## config.mk

```make
export PLATFORM = sky130hd
export DESIGN_NAME = fifo_thresh_mon
export DESIGN_NICKNAME = d
export VERILOG_FILES = /design/src/rtl/fthm_pkg.sv /design/src/rtl/fthm_cfg_reg.sv /design/src/rtl/fthm_cross.sv /design/src/rtl/fthm_rearm.sv /design/src/rtl/fifo_thresh_mon.sv
export SDC_FILE = /design/constraint.sdc
export NUM_CORES = 1
export LEC_CHECK = 0
export BUFFER_PORTS_ARGS = -buffer_cell sky130_fd_sc_hd__buf_4
export CORE_MARGIN = 2
export CORE_UTILIZATION = 50
export DETAILED_ROUTE_END_ITERATION = 7
export PLACE_DENSITY = 0.84
export SYNTH_ARGS = -nofsm -noshare
export SYNTH_HDL_FRONTEND = slang
export SYNTH_SLANG_ARGS = --single-unit
```

## constraint.sdc

```tcl
create_clock -name clk -period 2 [get_ports clk]
set_input_delay 0.1 -clock clk [delete_from_list [all_inputs] [get_ports clk]]
set_output_delay 0.1 -clock clk [all_outputs]
set_load 0.005 [all_outputs]
```

## src/rtl/fthm_pkg.sv

```systemverilog
package fthm_pkg;
  localparam int unsigned THR_W_DEF = 9;
  localparam int unsigned CFG_W_DEF = 32;

  typedef enum int unsigned {
    FLD_AEMPTY = 0,
    FLD_AFULL  = 1,
    FLD_RESUME = 2
  } fld_e;

  localparam int unsigned NUM_FLD = 3;

  function automatic int unsigned fld_lsb(input fld_e f, input int unsigned w);
    return int'(f) * w;
  endfunction
endpackage

```

## src/rtl/fthm_cfg_reg.sv

```systemverilog
module fthm_cfg_reg
  import fthm_pkg::*;
#(
  parameter int unsigned THR_W = THR_W_DEF,
  parameter int unsigned CFG_W = CFG_W_DEF
) (
  input  logic             clk,
  input  logic             rst_n,
  input  logic             we,
  input  logic [CFG_W-1:0] wdata,
  output logic [THR_W-1:0] aempty_thr,
  output logic [THR_W-1:0] afull_thr,
  output logic [THR_W-1:0] resume_thr
);
  localparam int unsigned AE_LSB = fld_lsb(FLD_AEMPTY, THR_W);
  localparam int unsigned AF_LSB = fld_lsb(FLD_AFULL, THR_W);
  localparam int unsigned RS_LSB = fld_lsb(FLD_RESUME, THR_W);
  localparam int unsigned USED_W = NUM_FLD * THR_W;

  logic [THR_W-1:0] ae_q, af_q, rs_q;
  logic [THR_W-1:0] ae_d, af_d, rs_d;

  // Only the packed fields are decoded; any upper bits are dropped.
  always_comb begin
    ae_d = wdata[AE_LSB +: THR_W];
    af_d = wdata[AF_LSB +: THR_W];
    rs_d = wdata[RS_LSB +: THR_W];
  end

  always_ff @(posedge clk or negedge rst_n) begin
    if (!rst_n) begin
      ae_q <= '0;
      af_q <= '1;
      rs_q <= '0;
    end else if (we) begin
      ae_q <= ae_d;
      af_q <= af_d;
      rs_q <= rs_d;
    end
  end

  assign aempty_thr = ae_q;
  assign afull_thr  = af_q;
  assign resume_thr = rs_q;

  if (USED_W > CFG_W) begin : g_bad_width
    $error("fthm_cfg_reg: configuration word too narrow for the fields");
  end
endmodule

```

## src/rtl/fthm_cross.sv

```systemverilog
module fthm_cross #(
  parameter int unsigned W     = 9,
  parameter bit          ABOVE = 1'b1
) (
  input  logic         clk,
  input  logic         rst_n,
  input  logic [W-1:0] depth,
  input  logic [W-1:0] thr,
  output logic         flag_o,
  output logic         cross_o
);
  logic hit;
  logic flag_q;

  if (ABOVE) begin : g_above
    assign hit = depth > thr;
  end else begin : g_below
    assign hit = depth < thr;
  end

  always_ff @(posedge clk or negedge rst_n) begin
    if (!rst_n) flag_q <= 1'b0;
    else        flag_q <= hit;
  end

  // A crossing is a hit now against no hit at the previous edge.
  assign cross_o = hit & ~flag_q;
  assign flag_o  = flag_q;
endmodule

```

## src/rtl/fthm_rearm.sv

```systemverilog
module fthm_rearm #(
  parameter int unsigned W = 9
) (
  input  logic         clk,
  input  logic         rst_n,
  input  logic [W-1:0] depth,
  input  logic [W-1:0] resume_thr,
  input  logic         fire,
  output logic         armed_o
);
  logic armed_q, armed_d;

  always_comb begin
    armed_d = armed_q;
    if (fire)                     armed_d = 1'b0;
    else if (depth >= resume_thr) armed_d = 1'b1;
  end

  always_ff @(posedge clk or negedge rst_n) begin
    if (!rst_n) armed_q <= 1'b1;
    else        armed_q <= armed_d;
  end

  assign armed_o = armed_q;
endmodule

```

## src/rtl/fifo_thresh_mon.sv

```systemverilog
module fifo_thresh_mon
  import fthm_pkg::*;
#(
  parameter int unsigned THR_W = THR_W_DEF,
  parameter int unsigned CFG_W = CFG_W_DEF
) (
  input  logic             clk,
  input  logic             rst_n,
  input  logic             cfg_we,
  input  logic [CFG_W-1:0] cfg_wdata,
  input  logic [THR_W-1:0] imp_depth,
  input  logic [THR_W-1:0] fl_depth,
  output logic             imp_afull,
  output logic             fl_aempty,
  output logic             thr_evt
);
  logic [THR_W-1:0] ae_thr, af_thr, rs_thr;
  logic imp_cross, fl_cross;
  logic fl_armed, fl_fire;
  logic evt_d, evt_q;

  fthm_cfg_reg #(.THR_W(THR_W), .CFG_W(CFG_W)) u_cfg (
    .clk(clk), .rst_n(rst_n), .we(cfg_we), .wdata(cfg_wdata),
    .aempty_thr(ae_thr), .afull_thr(af_thr), .resume_thr(rs_thr)
  );

  fthm_cross #(.W(THR_W), .ABOVE(1'b1)) u_imp (
    .clk(clk), .rst_n(rst_n), .depth(imp_depth), .thr(af_thr),
    .flag_o(imp_afull), .cross_o(imp_cross)
  );

  fthm_cross #(.W(THR_W), .ABOVE(1'b0)) u_fl (
    .clk(clk), .rst_n(rst_n), .depth(fl_depth), .thr(ae_thr),
    .flag_o(fl_aempty), .cross_o(fl_cross)
  );

  assign fl_fire = fl_cross & fl_armed;

  fthm_rearm #(.W(THR_W)) u_rearm (
    .clk(clk), .rst_n(rst_n), .depth(fl_depth), .resume_thr(rs_thr),
    .fire(fl_fire), .armed_o(fl_armed)
  );

  assign evt_d = imp_cross | fl_fire;

  always_ff @(posedge clk or negedge rst_n) begin
    if (!rst_n) evt_q <= 1'b0;
    else        evt_q <= evt_d;
  end

  assign thr_evt = evt_q;
endmodule

```

==> results of run 1 <==
[flip-flops by register name, summed over array words and instances, names as in the netlist]
name              count
thr_evt               1
u_cfg.aempty_thr      9
u_cfg.afull_thr       9
u_cfg.resume_thr      9
u_fl.flag_o           1
u_imp.flag_o          1
u_rearm.armed_o       1
[per-layer routing]
layer | vias up | track usage | routed length [um] | share of wire
li1 | 771 | - | - | -
met3 | 6 | 0.0685 | 169 | 0.045
met4 | 0 | 0.0917 | 68 | 0.018
met2 | 33 | 0.379 | 1930 | 0.51
met5 | - | 0 | 0 | 0
met1 | 653 | 0.253 | 1620 | 0.43
[cells in the final DEF (no fill, tap or decap)]
cell / Yosys / routed
sky130_fd_sc_hd__nor2_1: 3 / 3
sky130_fd_sc_hd__o21ai_1: 1 / 1
sky130_fd_sc_hd__a21oi_2: 1 / 1
sky130_fd_sc_hd__dfstp_2: 10 / 10
sky130_fd_sc_hd__a2111oi_0: 1 / 1
sky130_fd_sc_hd__nor2b_1: 2 / 2
sky130_fd_sc_hd__a21o_1: 2 / 2
sky130_fd_sc_hd__inv_1: 28 / 28
sky130_fd_sc_hd__a211o_1: 1 / 1
sky130_fd_sc_hd__dfrtp_1: 21 / 21
sky130_fd_sc_hd__nor3_1: 1 / 1
sky130_fd_sc_hd__clkbuf_8: 0 / 2
sky130_fd_sc_hd__nand2b_1: 1 / 1
sky130_fd_sc_hd__and3_1: 1 / 1
sky130_fd_sc_hd__a21oi_1: 8 / 8
sky130_fd_sc_hd__o21ai_0: 28 / 28
sky130_fd_sc_hd__nand4_1: 3 / 3
sky130_fd_sc_hd__mux2_2: 3 / 3
sky130_fd_sc_hd__a2111oi_2: 1 / 1
sky130_fd_sc_hd__o41a_1: 1 / 1
sky130_fd_sc_hd__o2111ai_1: 1 / 1
sky130_fd_sc_hd__clkbuf_4: 0 / 5
sky130_fd_sc_hd__dlygate4sd3_1: 0 / 27
sky130_fd_sc_hd__a211oi_1: 2 / 2
sky130_fd_sc_hd__o41ai_1: 1 / 1
sky130_fd_sc_hd__nand3_1: 1 / 1
sky130_fd_sc_hd__ha_1: 26 / 26
sky130_fd_sc_hd__clkbuf_1: 5 / 1
sky130_fd_sc_hd__buf_4: 0 / 50
sky130_fd_sc_hd__nand2_1: 27 / 27
[through the flow]
stage	util	area [um^2]	power, mW
final	0.742	2480	1.56
after global routing	0.742	2480	1.67
after CTS	0.742	2480	1.57
after detailed placement	0.640	2140	1.10
after global placement	0.640	2140	1.09
after floorplan	-	1730	0.948
[worst reg2reg max path, stage by stage (launching register included)]
cell and delay [ns]:
sky130_fd_sc_hd__dfstp_2 0.53, sky130_fd_sc_hd__inv_1 0.04, sky130_fd_sc_hd__ha_1 0.31, sky130_fd_sc_hd__a21oi_2 0.12, sky130_fd_sc_hd__o21ai_1 0.08, sky130_fd_sc_hd__a2111oi_2 0.40, sky130_fd_sc_hd__a211o_1 0.16, sky130_fd_sc_hd__o41ai_1 0.06
[final cells by class]
class                      count  area, um^2
fill                         239         861
multi-input combinational    116         811
sequential                    31         788
timing repair buffer          77         646
inverter                      28         105
clock buffer                   8        68.8
tap                           46        57.6
[logic make-up after synthesis]
logic type	Yosys count
adders and majority gates	26
buffers and inverters	34
AOI/OAI and AO/OA	48
and+or+nand+nor	39
muxes	3
DFF	31
[how the worst max path moves through the flow]
stage	end	slack [ns]	depth (start not counted)
6_report	thr_evt	0.19	7
5_1_grt	thr_evt	0.06	7
2_1_floorplan	thr_evt	0.28	7
3_3_place_gp	thr_evt	0.20	7
3_5_place_dp	thr_evt	0.19	7
4_1_cts	thr_evt	0.17	7
[power by group]
part | switching [mW] | total (mW) | internal [mW]
Combinational | 0.183 | 0.399 | 0.216
Clock | 0.218 | 0.425 | 0.207
Sequential | 0.0250 | 0.740 | 0.715
[what timing repair did]
action / in CTS / in global routing
hold buffers: 27 / 0
setup buffers: 0 / 0
hold endpoints to repair: 57 / 0
==> results.env, run 1 <==
PIN_COUNT_OF_THE_BIGGEST_NET_ENTERING_GLOBAL_ROUTING=52
WORST_IR_DROP_VDD_V=0.000423
SYNTH_SIMPLE_GATE_AREA_FRAC=0.0963
MAX_CAPACITANCE_VIOLATION_COUNT=0
SYNTH_COMPOUND_GATE_AREA_SHARE=0.165
SYN_AREA_UM2=1730
TIMING.HOLD.WS_NS=0.00303
FMAX_GHz=0.552
NUM_ROWS=21
YOSYSUNIQUECELLTYPES=27
HOLD_PATH.CLASS='primary input to flip-flop'
GLOBAL_ROUTE.USAGE.TOTAL=0.220
WORSTPATHARRIVAL_NS=2.03
DR.PASS1.ITERS=4
HOLD_VIOL=0
FINALSETUPVIOLCOUNT=0
DIE_AREA_UM2=3940
FIN_SETUP_TNS_NS=0
SYNTH.AREA.MUX_SHARE=0.0196
GP_ROUTABILITY_CONGESTION=0.770
DIEWIDTH_UM=62.8
HOLD_PATH.STARTPOINT='cfg_wdata[11]'
FIN_CRIT_NS=1.81
AVERAGE_CELL_AREA_AFTER_SYNTHESIS_UM2=9.55
YOSYS.AREA_SHARE.ADDER=0.188
RUN_STATUS='completed'
WORSTSETUPSTARTPOINTTYPE='flip-flop'
CTS.SINK_COUNT=31
CPPEAKSTAGEDELAY_NS=0.53
ASYNC_SET_RESET_FLOP_SHARE_OUT_OF_SYNTHESIS=1.00
REQUIRED_NS=2.22
CTS-ROOT-TO-SINK-BUFFERS=2
HTREE_LEVELS=2
SYNTHESIZED_AREA_FRACTION_OCCUPIED_BY_XOR_AND_XNOR_CELLS=0
DIE_HEIGHT_UM=62.8
SYNTH.LARGEST_AREA_CELL='sky130_fd_sc_hd__dfrtp_1'
ROUTE.DETAILED.DRC=0
REG2REGPATHDEPTH=7
WORSTSETUPSTARTPOINT='u_cfg.afull_thr[4]'
WORSTPATHCELLLIST='inv_1 > ha_1 > a21oi_2 > o21ai_1 > a2111oi_2 > a211o_1 > o41ai_1'
SYNTH.TOP_CELL.AREA_SHARE=0.304
DP.CELLS=271
VIAS_IN_THE_FIRST_GLOBAL_ROUTE=1540
WL_PER_CELL_UM=12.4
INITIAL_CORE_UTIL=0.518
GRT_ANTENNA_BEFORE_REPAIR=0
POST_ROUTE_CELLS_DRIVE_ABOVE_1_SHARE=0.277
CLOCK_LATENCY_NS=0.34
GRT_FIRST_PASS_WIRELENGTH_MM=6.69
TOTAL_LEAKAGE_POWER_nW=1.25
INITIAL_DRC_COUNT=51
CRIT-REG2REG-LAUNCH='u_cfg.afull_thr[4]'
CRITICAL_PATH.SLOWEST_CELL='sky130_fd_sc_hd__dfstp_2'
SYNTH.TOP_CELLS.BY_COUNT='sky130_fd_sc_hd__inv_1, sky130_fd_sc_hd__o21ai_0, sky130_fd_sc_hd__nand2_1'
DIODES=0
WORSTHOLDPATHCELLS=3
SYNTH_SEQ_CELLS=31
SYNTH-EDFF-COUNT=0
CP.BUFFERS_INVERTERS=1
CORE_AREA_UM2=3340
SYN_TO_FINAL_GROWTH_PCT=43.3
CTSROOTBUFFERMASTER='sky130_fd_sc_hd__clkbuf_4'
FLOORPLAN.IO_PINS=56
ROUTE.VIAS.TOTAL=1463
PRE_CTS_SLACK_NS=0.186
SYN-NUM-NETS=260
CTS_MADE_BUFFERS=5
FIN_CELLS=306
TRITONCTS='done'
TIMING.REG2REG.SETUP_SLACK_NS=0.19
SYNTH_SEQ_AREA_SHARE=0.456
PATH_CLASS='flip-flop to flip-flop'
ANTENNA_VIOLATING_NETS_POST_ROUTE=0
DRT-VIAS-PER-INSTANCE=4.78
CRIT_REG_REG_ENDPOINT='thr_evt'
NETS=338
PERIOD_SHARE=0.906
GRT-OVFL-TOTAL=0
SYNTH.TOP_CELLS.BY_AREA='sky130_fd_sc_hd__dfrtp_1, sky130_fd_sc_hd__ha_1, sky130_fd_sc_hd__dfstp_2'
PORT_BUFFERS=50
CRITICAL_PATH.ENDPOINT_TYPE='flip-flop'
WORST_SLEW_PIN_SLEW_NS=0.421
FINAL-MAX-SLEW-VIOLATION-COUNT=0
FINAL_WIRELENGTH_MM=3.79
SYNTH_TOP_FLOP_CELL='sky130_fd_sc_hd__dfrtp_1'
WORST_HOLD_PATH.ENDPOINT='u_cfg.afull_thr[2]'
DETAILEDPLACEMENTHPWL_MM=2.37
CLOCK_SKEW_NS=0.00817
WORST_SLACK_NS=0.187
SYNTH_TOP_FAMILY_BY_AREA='adder cells'
RELSLEWSLACK=0.719
YOSYS_WARNINGS=0
P_PER_AREA_nW_PER_UM2=631
CTS_RESIZED=0
CRIT_FAMILY='compound AO/OA/AOI/OAI gates'
RSZ_0062_RAISED_AFTER_GLOBAL_ROUTING='false'
CTS.CLK_SLEW.WORST_PATHS_NS=0.09
SYNTHCELLS=181
CRITPATHMAXFANOUT=3
(Power assumes the default switching activity.)
==> inputs of run 2 (changes only) <==
- SLEW_MARGIN: not set -> 30
- clock period: 2 -> 1.8 ns (I/O delays scaled with it)
==> run 2 against run 1 <==
Hold slack improved by 0.17 ns. Clock-buffer cell count unchanged. Global-route usage decreased by 0.28 points. Sequential cell count unchanged. Register-to-register slack got worse by 0.17 ns.
==> results.env, run 2 (synthesis gave the netlist of run 1 again) <==
CRITPATHMAXFANOUT=3  # unchanged
PERIOD_SHARE=0.991  # was 0.906
CTS.SINK_COUNT=31  # unchanged
CRIT-REG2REG-LAUNCH='u_cfg.afull_thr[7]'  # was u_cfg.afull_thr[4]
WORSTPATHARRIVAL_NS=2.01  # was 2.03 ns
HOLD_VIOL=0  # unchanged
CRITICAL_PATH.ENDPOINT_TYPE='flip-flop'  # unchanged
ROUTED-WL-MET3_UM=175  # was 169 um
DETAILEDPLACEMENTHPWL_MM=2.56  # was 2.37 mm
REG2REGPATHDEPTH=7  # unchanged
GRT-OVFL-TOTAL=0  # unchanged
TRITONCTS='done'  # unchanged
HTREE_LEVELS=2  # unchanged
HIGHEST_LAYER='met4'  # unchanged
GLOBAL_ROUTE.USAGE.TOTAL=0.217  # was 0.220
DETAIL_ROUTE.WIRELENGTH.MET1_MM=1.63  # was 1.62 mm
WORST_HOLD_PATH.ENDPOINT='u_imp.flag_o'  # was u_cfg.afull_thr[2]
TIMING.REG2REG.SETUP_SLACK_NS=0.02  # was 0.19 ns
FINALSETUPVIOLCOUNT=0  # unchanged
FIN_CRIT_NS=1.78  # was 1.81 ns
WORST_SLEW_PIN_SLEW_NS=0.456  # was 0.421 ns
CLOCK_LATENCY_NS=0.32  # was 0.34 ns
POST_ROUTE_CELLS_DRIVE_ABOVE_1_SHARE=0.337  # was 0.277
TOTAL_LEAKAGE_POWER_nW=1.27  # was 1.25 nW
MOSTFREQUENTLAYOUTCELLS='sky130_fd_sc_hd__buf_4, sky130_fd_sc_hd__o21ai_0, sky130_fd_sc_hd__dlygate4sd3_1, sky130_fd_sc_hd__nand2_1, sky130_fd_sc_hd__inv_1'  # was sky130_fd_sc_hd__buf_4, sky130_fd_sc_hd__inv_1, sky130_fd_sc_hd__o21ai_0, sky130_fd_sc_hd__nand2_1, sky130_fd_sc_hd__dlygate4sd3_1
CLOCK_SKEW_NS=0.00765  # was 0.00817 ns
WORST_IR_DROP_VDD_V=0.000419  # was 0.000423 V
PATH_CLASS='flip-flop to flip-flop'  # unchanged
CORE_OCCUPANCY_IN_THE_FINISHED_LAYOUT=0.779  # was 0.742
RSZ_0062_RAISED_AFTER_GLOBAL_ROUTING='true'  # was false
GRT_ANTENNA_BEFORE_REPAIR=0  # unchanged
VIAS_IN_THE_FIRST_GLOBAL_ROUTE=1529  # was 1540
CTS-ROOT-TO-SINK-BUFFERS=2  # unchanged
CTS_MADE_BUFFERS=5  # unchanged
FINAL-MAX-SLEW-VIOLATION-COUNT=0  # unchanged
DIE_AREA_UM2=3940  # unchanged
CTSROOTBUFFERMASTER='sky130_fd_sc_hd__clkbuf_4'  # unchanged
HOLD_PATH.CLASS='primary input to flip-flop'  # unchanged
WORSTHOLDPATHCELLS=4  # was 3
CORE_AREA_UM2=3340  # unchanged
FILLCELLCOUNT=210  # was 239
MAX_CAPACITANCE_VIOLATION_COUNT=0  # unchanged
P_PER_AREA_nW_PER_UM2=685  # was 631 nW/um^2
HOLD_PATH.STARTPOINT='imp_depth[0]'  # was cfg_wdata[11]
INITIAL_CORE_UTIL=0.518  # unchanged
DIODES=0  # unchanged
DIE_HEIGHT_UM=62.8  # unchanged
PIN_COUNT_OF_THE_BIGGEST_NET_ENTERING_GLOBAL_ROUTING=52  # unchanged
FLOORPLAN.IO_PINS=56  # unchanged
GP_ROUTABILITY_CONGESTION=0.807  # was 0.770
ROUTE.DETAILED.DRC=0  # unchanged
LAYOUT_COMMONEST_CELL='sky130_fd_sc_hd__buf_4'  # unchanged
ANTENNA_VIOLATING_NETS_POST_ROUTE=0  # unchanged
NETS=342  # was 338
DIEWIDTH_UM=62.8  # unchanged
DRT-VIAS-PER-INSTANCE=4.89  # was 4.78
PORT_BUFFERS=50  # unchanged
SYN_TO_FINAL_GROWTH_PCT=50.5  # was 43.3%
CTS.CLK_SLEW.WORST_PATHS_NS=0.09  # about the same
GRT_FIRST_PASS_WIRELENGTH_MM=6.65  # was 6.69 mm
WL_PER_CELL_UM=12.3  # was 12.4 um
DR.PASS1.ITERS=4  # unchanged
ROUTE.VIAS.TOTAL=1516  # was 1463
REQUIRED_NS=2.03  # was 2.22 ns
NUM_ROWS=21  # unchanged
MET2ROUTEDLENGTH_MM=1.95  # was 1.93 mm
FMAX_GHz=0.561  # was 0.552 GHz
TIMING.HOLD.WS_NS=0.175  # was 0.00303 ns
WORSTSETUPSTARTPOINTTYPE='flip-flop'  # unchanged
CRIT_REG_REG_ENDPOINT='thr_evt'  # unchanged
INITIAL_DRC_COUNT=58  # was 51
RELSLEWSLACK=0.693  # was 0.719
FINAL_WIRELENGTH_MM=3.83  # was 3.79 mm
RUN_STATUS='completed'  # unchanged
[run 2: critical path: stages, from the launching register on]
cell	delay, ns
sky130_fd_sc_hd__dfstp_2	0.53
sky130_fd_sc_hd__inv_2	0.04
sky130_fd_sc_hd__ha_4	0.26
sky130_fd_sc_hd__nand4_1	0.20
sky130_fd_sc_hd__nor3_2	0.29
sky130_fd_sc_hd__a2111oi_4	0.07
sky130_fd_sc_hd__a211o_1	0.25
sky130_fd_sc_hd__o41ai_2	0.05
[run 2: final cells by class]
type / count / area, um^2 / share of cell area
Tap cell: 46 / 57.6 / 0.0221
Sequential cell: 31 / 788 / 0.303
Inverter: 28 / 105 / 0.0404
Timing Repair Buffer: 81 / 678 / 0.261
Multi-Input combinational cell: 116 / 902 / 0.347
Clock buffer: 8 / 68.8 / 0.0265
[run 2: worst max-delay path by stage]
stage / startpoint / to / slack [ns] / cells after the start
after floorplan: u_cfg.afull_thr[4] / thr_evt / 0.08 / 7
after global placement: u_cfg.afull_thr[4] / thr_evt / 0.02 / 7
after detailed placement: u_cfg.afull_thr[7] / thr_evt / -0.02 / 7
after CTS: u_cfg.afull_thr[8] / thr_evt / -0.008 / 7
after global routing: u_cfg.afull_thr[7] / thr_evt / -0.07 / 7
final: u_cfg.afull_thr[7] / thr_evt / 0.02 / 7
[run 2: routing by layer]
| metal | global-route usage | vias up |
|---|---|---|
| li1 | - | 775 |
| met1 | 0.270 | 689 |
| met2 | 0.364 | 43 |
| met3 | 0.0541 | 9 |
| met4 | 0.0861 | 0 |
| met5 | 0 | - |
[run 2: repair_timing]
action | in CTS | in global routing
endpoints found under the setup margin | 1 | 2
pin swaps | 7 | 5
hold buffers | 28 | 0
buffers inserted | 2 | 1
resized for setup | 12 | 5
endpoints found under the hold margin | 58 | 0
[run 2: report_power, final]
group / switching (mW) / total (mW) / internal, mW / leakage, nW
Sequential: 0.0328 / 0.827 / 0.795 / 0.358
Combinational: 0.227 / 0.497 / 0.270 / 0.873
Clock: 0.227 / 0.457 / 0.230 / 0.0386
Total: 0.487 / 1.78 / 1.29 / 1.27
[run 2: stage by stage]
step | instances | setup TNS, ns | power (mW) | instance area (um^2) | setup WS [ns]
floorplan | 181 | 0 | 1.05 | 1730 | 0.0829
global placement | 271 | 0 | 1.21 | 2140 | 0.0207
detailed placement | 271 | -0.0195 | 1.23 | 2140 | -0.0195
CTS | 309 | -0.00759 | 1.78 | 2580 | -0.00759
global route | 310 | -0.0710 | 1.90 | 2600 | -0.0710
finish | 310 | 0 | 1.78 | 2600 | 0.0162
